[src/rtl/hazard_ctl.sv]
module hazard_ctl #(
  parameter int REG_W       = 5,
  parameter bit UNIFIED_MEM = 1'b1
) (
  input  logic [REG_W-1:0] dec_src_a,
  input  logic [REG_W-1:0] dec_src_b,
  input  logic [REG_W-1:0] exe_src_a,
  input  logic [REG_W-1:0] exe_src_b,
  input  logic [REG_W-1:0] exe_dst,
  input  logic             exe_ld,
  input  logic [REG_W-1:0] mem_dst,
  input  logic             mem_wr,
  input  logic             mem_ld,
  input  logic             mem_st,
  input  logic [REG_W-1:0] wb_dst,
  input  logic             wb_wr,
  output logic [1:0]       sel_a,
  output logic [1:0]       sel_b,
  output logic             pc_en,
  output logic             ifid_en,
  output logic             bubble
);
  localparam logic [REG_W-1:0] ZERO_REG = '0;
  localparam logic [1:0] SEL_RF = 2'b00;
  localparam logic [1:0] SEL_EM = 2'b10;
  localparam logic [1:0] SEL_MW = 2'b01;

  function automatic logic [1:0] pick_src(
    input logic [REG_W-1:0] src,
    input logic [REG_W-1:0] em_dst, input logic em_wr,
    input logic [REG_W-1:0] mw_dst, input logic mw_wr);
    if (src == ZERO_REG)                 return SEL_RF;
    else if (em_wr && em_dst == src)     return SEL_EM;
    else if (mw_wr && mw_dst == src)     return SEL_MW;
    else                                 return SEL_RF;
  endfunction

  assign sel_a = pick_src(exe_src_a, mem_dst, mem_wr, wb_dst, wb_wr);
  assign sel_b = pick_src(exe_src_b, mem_dst, mem_wr, wb_dst, wb_wr);

  logic load_use;
  logic mem_busy;
  logic hold;

  assign load_use = exe_ld && (exe_dst != ZERO_REG) &&
                    ((exe_dst == dec_src_a) || (exe_dst == dec_src_b));

  generate
    if (UNIFIED_MEM) begin : g_shared_port
      assign mem_busy = mem_ld | mem_st;
    end else begin : g_split_ports
      assign mem_busy = 1'b0;
    end
  endgenerate

  assign hold    = load_use | mem_busy;
  assign pc_en   = ~hold;
  assign ifid_en = ~hold;
  assign bubble  = hold;
endmodule


[config.mk]
export PLATFORM = sky130hd
export DESIGN_NAME = hazard_ctl
export DESIGN_NICKNAME = d
export VERILOG_FILES = /design/src/rtl/hazard_ctl.sv
export SDC_FILE = /design/constraint.sdc
export NUM_CORES = 1
export LEC_CHECK = 0
export CAP_MARGIN = 5
export CELL_PAD_IN_SITES_DETAIL_PLACEMENT = 1
export CELL_PAD_IN_SITES_GLOBAL_PLACEMENT = 1
export CORE_ASPECT_RATIO = 1.25
export CORE_MARGIN = 1.5
export CORE_UTILIZATION = 19
export DETAILED_ROUTE_END_ITERATION = 8
export GPL_ROUTABILITY_DRIVEN = 0
export PLACE_DENSITY = 0.86
export SYNTH_ARGS = -nofsm -noshare
export SYNTH_HDL_FRONTEND = slang
export SYNTH_SLANG_ARGS = --single-unit
[constraint.sdc]
create_clock -name vclk -period 3.4
set_input_delay 0.68 -clock vclk [all_inputs]
set_output_delay 0.68 -clock vclk [all_outputs]
set_load 0.05 [all_outputs]
# After elaboration in Yosys (flattened, before gate mapping)
# Cells that the tools add are included.
# word_totals
reg_bits,0
out_inout_bits,7
elab_cells,25
# op_classes
eq_ne,6
mux,6
bitwise_logic,3
reduce_logical,10
# ops
cell,count
== test 5 bit,6
logical NOT 5 bit,2
two-way mux 2 bit,4
logical AND 1 bit,6
nonzero test 5 bit,1
two-way mux 1 bit,2
bitwise OR 1 bit,2
logical OR 1 bit,1
NOT 1 bit,1

# Depth between registers and ports, before layout
# logic_depth
word_depth,5
mapped_depth,5
ltp_nobuf,4

# Worst setup path before layout
# No wires, ideal clock.
# synth_path
path_kind,input to output
from,input dec_src_a[0]
to,output pc_en
t_arrival_ns,2.729
t_required_ns,2.720
slack_ns,-0.009
cell_stages,5
path_buffers,1
path_cell_list,xnor2_1 > nand3_1 > o22ai_1 > a311oi_1 > buf_4
# synth_via
elab_chain_cells,5
# synth_lines
element,line,rtl
from (decl),5,"input logic [REG_W-1:0] dec_src_a,"
== test 5 bit,46,((exe_dst == dec_src_a) || (exe_dst == dec_src_b));
logical OR 1 bit,46,
logical AND 1 bit,45,assign load_use = exe_ld && (exe_dst != ZERO_REG) &&
bitwise OR 1 bit,56,assign hold = load_use | mem_busy;
NOT 1 bit,-,
to (decl),19,"output logic pc_en,"
# Every way passes these cells.

# Worst setup path after layout
# layout_path
from,input exe_dst[3]
to,output pc_en
# layout_via
elab_chain_cells,5
elab_cells_between_ends,8
# layout_lines
element,line,rtl
from (decl),9,"input logic [REG_W-1:0] exe_dst,"
== test 5 bit or nonzero test 5 bit (tied branches),"46, 45",
logical OR 1 bit or logical AND 1 bit (tied branches),"46, 45",
logical AND 1 bit (*),45,
bitwise OR 1 bit (*),56,
NOT 1 bit (*),57,assign pc_en = ~hold;
# Mark *: on every way between the ends. The rest lies on a longest branch, timed or not.

==> flow_metrics.env <==
export IMPL_synth_most_common_cell="xnor2_1"
export IMPL_synth_mux_area_share_pct=0
export IMPL_met1_usage_pct=14.9
export IMPL_ir_worst_vdd_v=0.0000501
export IMPL_p_total_mw=0.128
export IMPL_die_height_um=55.3
export IMPL_maximum_number_of_pins_on_one_net_before_global_route_repair=4
export IMPL_setup_viol=0
export IMPL_synth_simple_gate_area_share_pct=28.9
export IMPL_first_pass_iters=4
export IMPL_hpwlAfterDp_mm=1.79
export IMPL_synth_seq_area_share_pct=0
export IMPL_post_synth_main_area_contributors="xnor2_1 (46%), xor2_1 (17%), nand3_1 (4.8%)"
export IMPL_multi_input_area_um2=414
export IMPL_setup_tns_ns=0
export IMPL_p_leak_nw=0.331
export IMPL_grt_setup_unrepaired="no"
export IMPL_num_rows=18
export IMPL_synth_top_cells_by_count="xnor2_1 (22), xor2_1 (8), nand2_1 (5), nor2_1 (5), nand3_1 (4)"
export IMPL_gr_max_usage_layer="met2"
export IMPL_timing_fmax_ghz=0.343
export IMPL_synth_net_count=97
export IMPL_end_kind="output port"
export IMPL_synth_compound_area_share_pct=6.02
export IMPL_initial_core_util_pct=20.5
export IMPL_post_synth_inst_count=57
export IMPL_critical_path_max_fanout=3
export IMPL_gates_resized_cts_repair=0
export IMPL_final_nets=145
export IMPL_cp_slowest_stage_delay_ns=0.50
export IMPL_drt_wl_total_mm=1.94
export IMPL_cts_setup_buffers=0
export IMPL_final_hold_violation_count=0
export IMPL_post_route_min_period_ns=2.92
export IMPL_grt_first_pass_wirelength_mm=2.95
export IMPL_final_min_period_over_clock_period_pct=85.9
export IMPL_areaGrowthSynthToFinish_pct=136
export IMPL_critical_path_startpoint_type="input pin"
export IMPL_timing_max_cap_violations=0
export IMPL_starting_drc_count_in_detailed_routing=2
export IMPL_io_pins=47
export IMPL_layout_sequential_cells=0
export IMPL_seq_area_um2=0
export IMPL_first_global_vias=670
export IMPL_synthAdderAreaFrac_pct=0
export IMPL_coreArea_mm2=0.00203
export IMPL_min_delay_path_class="in2out"
export IMPL_drc=0
export IMPL_yosys_area_top_type_share_pct=46.4
export IMPL_clkbuf_count=0
export IMPL_grt_antenna_before_repair=0
export IMPL_crit_path_top_delay_cell="clkdlybuf4s50_1"
export IMPL_path_class="in2out"
export IMPL_drt_vias_per_instance=4.94
export IMPL_use_met3_pct=3.92
export IMPL_wire_per_inst_um=15.8
export IMPL_grt_util_met2_pct=32.1
export IMPL_yosys_warnings=0
export IMPL_post_synth_xor_area_fraction_pct=63.3
export IMPL_result_of_the_run="finished clean"
export IMPL_n_fill_cell=246
export IMPL_cp_required_ns=2.72
export IMPL_die_width_um=44.8
export IMPL_die_area_mm2=0.00248
export IMPL_route_vias_total=608
export IMPL_power_per_cell_area_mw_per_mm2=130
export IMPL_num_antenna_cells=0
export IMPL_yosys_area_top_type="xnor2_1"
export IMPL_relative_max_transition_margin_pct=63.5
export IMPL_synth_top_family_by_area="XOR/XNOR gates"
export IMPL_port_buffer_count=47
export IMPL_slew_viol_final=0
export IMPL_grt_ovfl_total=0
export IMPL_cp_data_arrival_time_ns=2.24
export IMPL_synthesis_area_um2=415
export IMPL_crit_chain="clkdlybuf4s50_1 > xnor2_1 > nand3_1 > o22ai_1 > a311oi_2 > buf_12"
export IMPL_yosysUniqueCellTypes=14
export IMPL_worst_slew_pin_transition_ns=0.541
export IMPL_postRouteAntennaNets=0
export IMPL_track_usage_pct=15.4
export IMPL_avgSynthCellArea_um2=7.29
export IMPL_drive_gt1_share_pct=7.77
export IMPL_post_cts_hold_fix_bufs=0
-- power breakdown --
part	total [mW]	switching (mW)	internal, mW
sequential	0	0	0
clock	0	0	0
combinational	0.128	0.0507	0.0768
total	0.128	0.0507	0.0768
-- final cells by class --
type               count  share of cell area [%]
repair buffers        47                    55.2
multi-input cells     56                    42.3
well taps             20                    2.55
-- final timing paths --
path                       start       end  cells past startpoint
worst min-delay path       wb_wr  sel_b[0]                      4
worst max-delay path  exe_dst[3]     pc_en                      6
-- worst max-delay path, delay by kind of cell --
family / cells / cell delay, ns
buffers and inverters: 2 / 0.70
xor gates and xnor gates: 1 / 0.17
and+or+nand+nor: 1 / 0.09
AOI/OAI and AO/OA: 2 / 0.59
-- metrics by stage --
step / util (%) / cells / setup WS [ns] / cell area (um2) / hold WS, ns
final: 48.3 / 123 / 0.480 / 980 / 2.09
after CTS: 48.3 / 123 / 0.447 / 980 / 2.10
after global routing: 48.3 / 123 / 0.271 / 980 / 2.12
after global placement: 48.3 / 123 / 0.513 / 980 / 2.08
after floorplan: - / 57 / 0.148 / 422 / 1.46
after detailed placement: 48.3 / 123 / 0.443 / 980 / 2.10
-- logic make-up (layout without fill, tap and decap cells) --
logic type | after synthesis | in the layout
simple gates | 23 | 23
buf+inv | 1 | 47
compound gates | 3 | 3
xor+xnor | 30 | 30
-- placed cells by master (no fill, tap or decap), types with 2 or more instances in the layout --
cell type / n
nor4b_1: 2
nand3_1: 4
nand2_1: 5
or4_1: 2
xor2_1: 8
nand4_1: 2
xnor2_1: 22
buf_12: 7
clkdlybuf4s50_1: 40
nor2_1: 5
nor4_1: 2
-- routing by layer --
layer  share of wire [%]  vias to the layer above
met5                   0                        -
met1                  34                      270
met2                  54                       47
met4                   0                        0
met3                  12                        0
li1                    -                      291
Power figures use the tool's default switching activity.
